--- src/rtl/swu_pkg.sv ---
package swu_pkg;
  localparam int BURST_BYTES = 16;
  localparam int CFG_BITS    = BURST_BYTES * 8;

  localparam logic [7:0] OP_UNLOCK = 8'hFD;
  localparam logic [7:0] OP_WRITE  = 8'h00;
  localparam logic [7:0] OP_READ   = 8'h40;

  typedef enum logic [2:0] {
    ST_PWRUP,
    ST_LOCKED,
    ST_CMD,
    ST_WRITE,
    ST_GAP,
    ST_READ
  } ctrl_state_e;
endpackage

--- src/rtl/swu_rx.sv ---
module swu_rx #(
  parameter int BIT_CYCLES = 512
) (
  input  logic       clk_i,
  input  logic       rst_ni,
  input  logic       en_i,
  input  logic       line_i,
  output logic       valid_o,
  output logic       ferr_o,
  output logic [7:0] data_o
);
  localparam int CW = $clog2(BIT_CYCLES);
  localparam logic [CW-1:0] BIT_LAST  = CW'(BIT_CYCLES - 1);
  localparam logic [CW-1:0] HALF_LAST = CW'(BIT_CYCLES / 2 - 1);

  typedef enum logic [1:0] {RX_IDLE, RX_START, RX_DATA, RX_STOP} rx_state_e;

  rx_state_e   st_q;
  logic [1:0]  sync_q;
  logic        prev_q;
  logic [CW-1:0] cnt_q;
  logic [2:0]  nbit_q;
  logic [7:0]  sh_q;
  logic        line_s;

  assign line_s = sync_q[1];
  assign data_o = sh_q;

  always_ff @(posedge clk_i or negedge rst_ni) begin
    if (!rst_ni) begin
      sync_q  <= 2'b11;
      prev_q  <= 1'b1;
      st_q    <= RX_IDLE;
      cnt_q   <= '0;
      nbit_q  <= '0;
      sh_q    <= '0;
      valid_o <= 1'b0;
      ferr_o  <= 1'b0;
    end else begin
      sync_q  <= {sync_q[0], line_i};
      prev_q  <= line_s;
      valid_o <= 1'b0;
      ferr_o  <= 1'b0;
      case (st_q)
        RX_IDLE: if (en_i && prev_q && !line_s) begin
          st_q  <= RX_START;
          cnt_q <= '0;
        end
        RX_START: begin
          cnt_q <= cnt_q + 1'b1;
          if (cnt_q == HALF_LAST) begin
            // reject glitches: line must still be low at mid start bit
            st_q   <= line_s ? RX_IDLE : RX_DATA;
            cnt_q  <= '0;
            nbit_q <= '0;
          end
        end
        RX_DATA: begin
          cnt_q <= cnt_q + 1'b1;
          if (cnt_q == BIT_LAST) begin
            cnt_q  <= '0;
            sh_q   <= {line_s, sh_q[7:1]};
            nbit_q <= nbit_q + 1'b1;
            if (nbit_q == 3'd7) st_q <= RX_STOP;
          end
        end
        RX_STOP: begin
          cnt_q <= cnt_q + 1'b1;
          if (cnt_q == BIT_LAST) begin
            valid_o <= line_s;
            ferr_o  <= !line_s;
            st_q    <= RX_IDLE;
          end
        end
        default: st_q <= RX_IDLE;
      endcase
    end
  end
endmodule

--- src/rtl/swu_tx.sv ---
module swu_tx #(
  parameter int BIT_CYCLES = 512
) (
  input  logic       clk_i,
  input  logic       rst_ni,
  input  logic       start_i,
  input  logic [7:0] data_i,
  output logic       done_o,
  output logic       line_o
);
  localparam int CW = $clog2(BIT_CYCLES);
  localparam logic [CW-1:0] BIT_LAST = CW'(BIT_CYCLES - 1);

  logic          busy_q;
  logic [9:0]    sh_q;
  logic [CW-1:0] cnt_q;
  logic [3:0]    nbit_q;

  assign line_o = busy_q ? sh_q[0] : 1'b1;

  always_ff @(posedge clk_i or negedge rst_ni) begin
    if (!rst_ni) begin
      busy_q <= 1'b0;
      sh_q   <= '1;
      cnt_q  <= '0;
      nbit_q <= '0;
      done_o <= 1'b0;
    end else if (start_i) begin
      busy_q <= 1'b1;
      sh_q   <= {1'b1, data_i, 1'b0};
      cnt_q  <= '0;
      nbit_q <= '0;
      done_o <= 1'b0;
    end else begin
      done_o <= 1'b0;
      if (busy_q) begin
        cnt_q <= cnt_q + 1'b1;
        if (cnt_q == BIT_LAST) begin
          cnt_q  <= '0;
          sh_q   <= {1'b1, sh_q[9:1]};
          nbit_q <= nbit_q + 1'b1;
          if (nbit_q == 4'd9) begin
            busy_q <= 1'b0;
            done_o <= 1'b1;
          end
        end
      end
    end
  end
endmodule

--- src/rtl/swu_ctrl.sv ---
module swu_ctrl
  import swu_pkg::*;
#(
  parameter int BIT_CYCLES   = 512,
  parameter int PWRUP_CYCLES = 1200000
) (
  input  logic                clk_i,
  input  logic                rst_ni,
  input  logic                rx_valid_i,
  input  logic                rx_ferr_i,
  input  logic [7:0]          rx_data_i,
  input  logic                tx_done_i,
  output logic                rx_en_o,
  output logic                tx_start_o,
  output logic [7:0]          tx_data_o,
  output logic                oe_o,
  output logic                mode_o,
  output logic                ferr_o,
  output logic [CFG_BITS-1:0] cfg_o
);
  localparam int IW = $clog2(BURST_BYTES);
  localparam int CW = $clog2(BIT_CYCLES);
  localparam int PW = $clog2(PWRUP_CYCLES + 1);
  localparam logic [IW-1:0] IDX_LAST = IW'(BURST_BYTES - 1);
  localparam logic [CW-1:0] GAP_LAST = CW'(BIT_CYCLES - 1);
  localparam logic [PW-1:0] PW_LAST  = PW'(PWRUP_CYCLES - 1);

  ctrl_state_e   st_q;
  logic [PW-1:0] pw_cnt_q;
  logic [CW-1:0] gap_cnt_q;
  logic [IW-1:0] idx_q, idx_nxt;
  logic [7:0]    mem_q [BURST_BYTES];

  for (genvar k = 0; k < BURST_BYTES; k++) begin : g_cfg
    assign cfg_o[8*k +: 8] = mem_q[k];
  end

  assign rx_en_o    = (st_q != ST_PWRUP) && !oe_o;
  assign idx_nxt    = (st_q == ST_GAP) ? '0 : idx_q + IW'(1);
  assign tx_data_o  = mem_q[idx_nxt];
  assign tx_start_o = (st_q == ST_GAP && gap_cnt_q == GAP_LAST) ||
                      (st_q == ST_READ && tx_done_i && idx_q != IDX_LAST);

  always_ff @(posedge clk_i or negedge rst_ni) begin
    if (!rst_ni) begin
      st_q      <= ST_PWRUP;
      pw_cnt_q  <= '0;
      gap_cnt_q <= '0;
      idx_q     <= '0;
      oe_o      <= 1'b0;
      mode_o    <= 1'b0;
      ferr_o    <= 1'b0;
      for (int i = 0; i < BURST_BYTES; i++) mem_q[i] <= '0;
    end else begin
      if (rx_ferr_i) ferr_o <= 1'b1;
      else if (rx_valid_i) ferr_o <= 1'b0;
      case (st_q)
        ST_PWRUP: begin
          pw_cnt_q <= pw_cnt_q + 1'b1;
          if (pw_cnt_q == PW_LAST) st_q <= ST_LOCKED;
        end
        ST_LOCKED: if (rx_valid_i && rx_data_i == OP_UNLOCK) begin
          st_q   <= ST_CMD;
          mode_o <= 1'b1;
        end
        ST_CMD: if (rx_valid_i) begin
          idx_q     <= '0;
          gap_cnt_q <= '0;
          if (rx_data_i == OP_WRITE)     st_q <= ST_WRITE;
          else if (rx_data_i == OP_READ) st_q <= ST_GAP;
        end
        ST_WRITE: begin
          if (rx_ferr_i) begin
            st_q  <= ST_CMD;
            idx_q <= '0;
          end else if (rx_valid_i) begin
            mem_q[idx_q] <= rx_data_i;
            idx_q        <= idx_q + 1'b1;
            if (idx_q == IDX_LAST) st_q <= ST_CMD;
          end
        end
        ST_GAP: begin
          // half a bit after the command's stop bit ends
          gap_cnt_q <= gap_cnt_q + 1'b1;
          if (gap_cnt_q == GAP_LAST) begin
            st_q  <= ST_READ;
            oe_o  <= 1'b1;
            idx_q <= '0;
          end
        end
        ST_READ: if (tx_done_i) begin
          if (idx_q == IDX_LAST) begin
            oe_o  <= 1'b0;
            st_q  <= ST_CMD;
            idx_q <= '0;
          end else begin
            idx_q <= idx_nxt;
          end
        end
        default: st_q <= ST_PWRUP;
      endcase
    end
  end
endmodule

--- src/rtl/swu_cfg_port.sv ---
module swu_cfg_port #(
  parameter int BIT_CYCLES   = 512,
  parameter int PWRUP_CYCLES = 1200000
) (
  input  logic                         clk_i,
  input  logic                         rst_ni,
  input  logic                         sp_i,
  output logic                         sp_o,
  output logic                         sp_oe_o,
  output logic                         access_mode_o,
  output logic                         frame_err_o,
  output logic [swu_pkg::CFG_BITS-1:0] cfg_o
);
  logic       rx_en, rx_valid, rx_ferr, tx_start, tx_done;
  logic [7:0] rx_data, tx_data;

  swu_rx #(.BIT_CYCLES(BIT_CYCLES)) u_rx (
    .clk_i  (clk_i),
    .rst_ni (rst_ni),
    .en_i   (rx_en),
    .line_i (sp_i),
    .valid_o(rx_valid),
    .ferr_o (rx_ferr),
    .data_o (rx_data)
  );

  swu_tx #(.BIT_CYCLES(BIT_CYCLES)) u_tx (
    .clk_i  (clk_i),
    .rst_ni (rst_ni),
    .start_i(tx_start),
    .data_i (tx_data),
    .done_o (tx_done),
    .line_o (sp_o)
  );

  swu_ctrl #(.BIT_CYCLES(BIT_CYCLES), .PWRUP_CYCLES(PWRUP_CYCLES)) u_ctrl (
    .clk_i     (clk_i),
    .rst_ni    (rst_ni),
    .rx_valid_i(rx_valid),
    .rx_ferr_i (rx_ferr),
    .rx_data_i (rx_data),
    .tx_done_i (tx_done),
    .rx_en_o   (rx_en),
    .tx_start_o(tx_start),
    .tx_data_o (tx_data),
    .oe_o      (sp_oe_o),
    .mode_o    (access_mode_o),
    .ferr_o    (frame_err_o),
    .cfg_o     (cfg_o)
  );
endmodule

--- config.mk ---
export PLATFORM = sky130hd
export DESIGN_NAME = swu_cfg_port
export DESIGN_NICKNAME = d
export VERILOG_FILES = /design/src/rtl/swu_pkg.sv /design/src/rtl/swu_rx.sv /design/src/rtl/swu_tx.sv /design/src/rtl/swu_ctrl.sv /design/src/rtl/swu_cfg_port.sv
export SDC_FILE = /design/constraint.sdc
export NUM_CORES = 1
export LEC_CHECK = 0
export BUFFER_PORTS_ARGS = -buffer_cell sky130_fd_sc_hd__buf_4
export CORE_MARGIN = 2
export CORE_UTILIZATION = 53
export CTS_BUF_LIST = sky130_fd_sc_hd__clkbuf_16
export CTS_CLUSTER_DIAMETER = 150
export DETAILED_ROUTE_END_ITERATION = 12
export PLACE_DENSITY_LB_ADDON = 0.1
export SLEW_MARGIN = 10
export SYNTH_ARGS = -nofsm -noshare
export SYNTH_HDL_FRONTEND = slang
export SYNTH_SLANG_ARGS = --single-unit
--- constraint.sdc ---
create_clock -name clk_i -period 2.3 [get_ports clk_i]
set_input_delay 0.23 -clock clk_i [delete_from_list [all_inputs] [get_ports clk_i]]
set_output_delay 0.23 -clock clk_i [all_outputs]
set_load 0.03 [all_outputs]
==> metrics <==
critical path arrival=2.65 ns; PortBufs=134; YS warnings=0; layout cells sized above 1=a little under two fifths; launch point of the worst reg-to-reg path=u_ctrl.st_q[1]; Least-Margin Pin Slew=0.560 ns; number of global-route vias before repair=7687; Mapped Area=0.0113 sq mm; CORE AREA=between 0.02 and 0.025 sq mm; Most used DFF post-synth=dfrtp_1; Syn Inst Count=913; placer congestion estimate=0.862; crit-path cells=or3b_1 -> buf_4 -> buf_4 -> nand3_1 -> nand3_1 -> a22oi_1 -> a211oi_2; num rows=53; Fin. Hold Viols=0; initial DRC count=between 400 and 500; Vias per Instance=5.75; element type at the critical path start=register; die area=0.0224 sq mm; Pint=5.94 mW; die height=150 um; CP max-delay cell=or3b_1; fraction of registers with async set/reset=100%; critical path class=register to register; Mean Syn Cell Area=around 12 sq um; number of top-level design ports=135; Clk pwr share=47.6%; placed cell area=0.0129 sq mm; CP startpoint=u_ctrl.st_q[1]; Period minus WS final=about 2.2 ns; highest clock rate=449 MHz; Tot GR Track Use=24.8%; P per Cell Area=546 mW/mm^2; H-tree levels=1; drt pass-1 iters=4; Critical Path End Type=register; antenna violations before repair=0; P&R area growth vs syn=22.6%; Setup Viol. Count Final=0; Crit path buffers/inverters=2; maximum VDD drop=between 0.0004 and 0.0005 V; post-DR wirelength/cell=20.0 um; CTS Buf Count=25; Leak=6.84 nW; sw frac=21.3%; post-layout util=65.9%; DP Wirelength=roughly 19000 um; Crit path max-delay family=simple AND/OR/NAND/NOR gates; switching power=1.60 mW; Root Buffer=clkbuf_16; Final #Nets=between 1k and 1.5k; Relative slew margins=between 60% and 70%; Synth Net Count=937; die width=150 um; Final TNS setup=0 ns; first-pass GRT wire length=43700 um; ant diodes=0; Gate power share=1.2%; Worst Path Max Fanout=18; Critical Path RT=between 2 and 3 ns; Seq cells post-synth=219; clock sinks=219; Seq/Total Area, Yosys=between 40% and 50%; number of fill cells=1674; hold crit path type=input port to async pin; Layout Skew=approximately 0.014 ns; DRT antenna net count=0; clock latency on the worst-skew pair=0.51 ns; Max clock buf depth=3; Final Max Tran Viols=0; vias=just under 8k; number of enable flip-flop cells after synthesis=0; CTS tree=done; period utilisation layout=96.9%; largest net degree at the start of global routing=65; clk slew on worst S/H paths=0.06 ns; Routed WL=27700 um; slowest stage delay, CP=0.48 ns; remaining routing DRC violations=0; final instance area=approximately 0.014 sq mm; share of power burned in registers=about half; status=complete, no violations; post-synthesis cell type count=76; RSZ-0062 raised after global routing=yes; initial core utilization=a little over half; GRT overflow=0; max cap viols=0
-- timing repair --
item / in CTS / in global routing
hold buffers: 2 / 0
gates cloned: 0 / 1
resized for setup: 3 / 32
endpoints found under the setup margin: 10 / 32
endpoints found under the hold margin: 55 / 0
buffers inserted: 0 / 5
pin swaps: 0 / 8
-- layout make-up --
class                      count  area (sq um)  share of cell area (%)
multi-input combinational    624          5580                    40.4
tap                          275           344                    2.49
inverter                      17          63.8                   0.462
sequential                   219          5500                    39.8
clock buffer                  25           626                    4.53
timing repair buffer         204          1600                    11.6
clock inverter                19           103                   0.743
-- cells by family (layout without fill, tap and decap cells) --
family / Yosys count / count (layout) / synth area share (%)
fa+ha+maj: 21 / 21 / 2.33
simple gates: 256 / 256 / 13.7
compound gates: 150 / 150 / 9.04
flops: 219 / 219 / 48.8
buf+inv: 70 / 265 / 3.06
xor+xnor: 28 / 28 / 2.24
mux: 169 / 169 / 20.8
-- cells in the final DEF (no fill, tap or decap), types with 15 or more instances in the layout --
cell type | Yosys | final
dfrtp_1 | 207 | 206
buf_4 | 5 | 195
mux2_4 | 80 | 81
nor2_1 | 67 | 65
nand2_1 | 46 | 45
mux2_1 | 45 | 44
nand3_1 | 33 | 33
o21ai_0 | 31 | 28
clkbuf_16 | 0 | 25
a21oi_1 | 25 | 24
inv_1 | 15 | 23
a211oi_1 | 22 | 18
xnor2_1 | 16 | 16
ha_1 | 21 | 16
mux2i_1 | 16 | 15
-- per-layer routing --
metal	part of all wire, %	GRT usage [%]
met3	5.4	3.63
met2	46	39.0
met1	47	37.2
met4	1.1	4.39
met5	0	0
-- path summary, 6_finish.rpt --
| check | slack [ns] | to | cells after the start |
|---|---|---|---|
| max | 0.07 | u_tx.sh_q[4] | 7 |
| min | 0.26 | u_ctrl.cfg_o[49] | 2 |
| max reg2reg | 0.07 | u_tx.sh_q[4] | 7 |
| min reg2reg | 0.35 | u_rx.sync_q[1] | 0 |
| max in group asynchronous | 1.32 | u_tx.sh_q[0] | 3 |
| min in group clk_i | 0.35 | u_rx.sync_q[1] | 0 |
-- power groups by stage --
stage	registers (mW)	clock network [mW]	logic [mW]
after floorplan	3.93	0	0.000564
after global placement	3.93	0	0.0952
after detailed placement	3.93	0	0.0959
after CTS	3.86	3.65	0.0989
after global routing	3.86	3.83	0.109
final	3.86	3.59	0.0925
-- cell usage after synthesis, types with 12 or more instances --
master	instances	area, sq um
o21ai_0	31	155
nand2b_1	15	93.8
mux2i_1	16	160
nand2_1	46	173
mux4_2	14	315
mux2_4	80	1200
dfrtp_1	207	5180
nand3_1	33	165
a211oi_1	22	165
clkbuf_1	32	120
and3_1	13	81.3
nor2_1	67	251
buf_2	12	60.1
ha_1	21	263
dfstp_2	12	315
xnor2_1	16	140
mux2_1	45	507
nor2b_1	12	75.1
nand4_1	12	75.1
a21oi_1	25	125
inv_1	15	56.3
mux2_2	14	158
-- worst register-to-register path, stage by stage, from the launching register on --
cell      delay [ns]
dfrtp_1         0.44
or3b_1          0.48
buf_4           0.22
buf_4           0.21
nand3_1         0.12
nand3_1         0.08
a22oi_1         0.45
a211oi_2        0.14
-- per-stage QoR --
stage / instances / hold WS [ns] / power, mW / setup slack, ns
after floorplan: 913 / -0.0656 / 3.93 / -0.0143
after global placement: 1331 / 0.210 / 4.02 / -0.00580
after detailed placement: 1331 / 0.213 / 4.03 / -0.124
after CTS: 1377 / 0.273 / 7.61 / 0.0180
after global routing: 1383 / 0.293 / 7.80 / -0.0390
final: 1383 / 0.260 / 7.54 / 0.0715
-- registers in the layout (all words and copies together), names as in the netlist, 8 cells and up, named ones only --
register	cells
u_ctrl.gap_cnt_q	9
u_rx.cnt_q	9
u_tx.sh_q	9
u_rx.data_o	8
u_ctrl.pw_cnt_q	21
u_tx.cnt_q	9
u_ctrl.cfg_o	128
No activity file was read; power rests on OpenSTA's default activity.
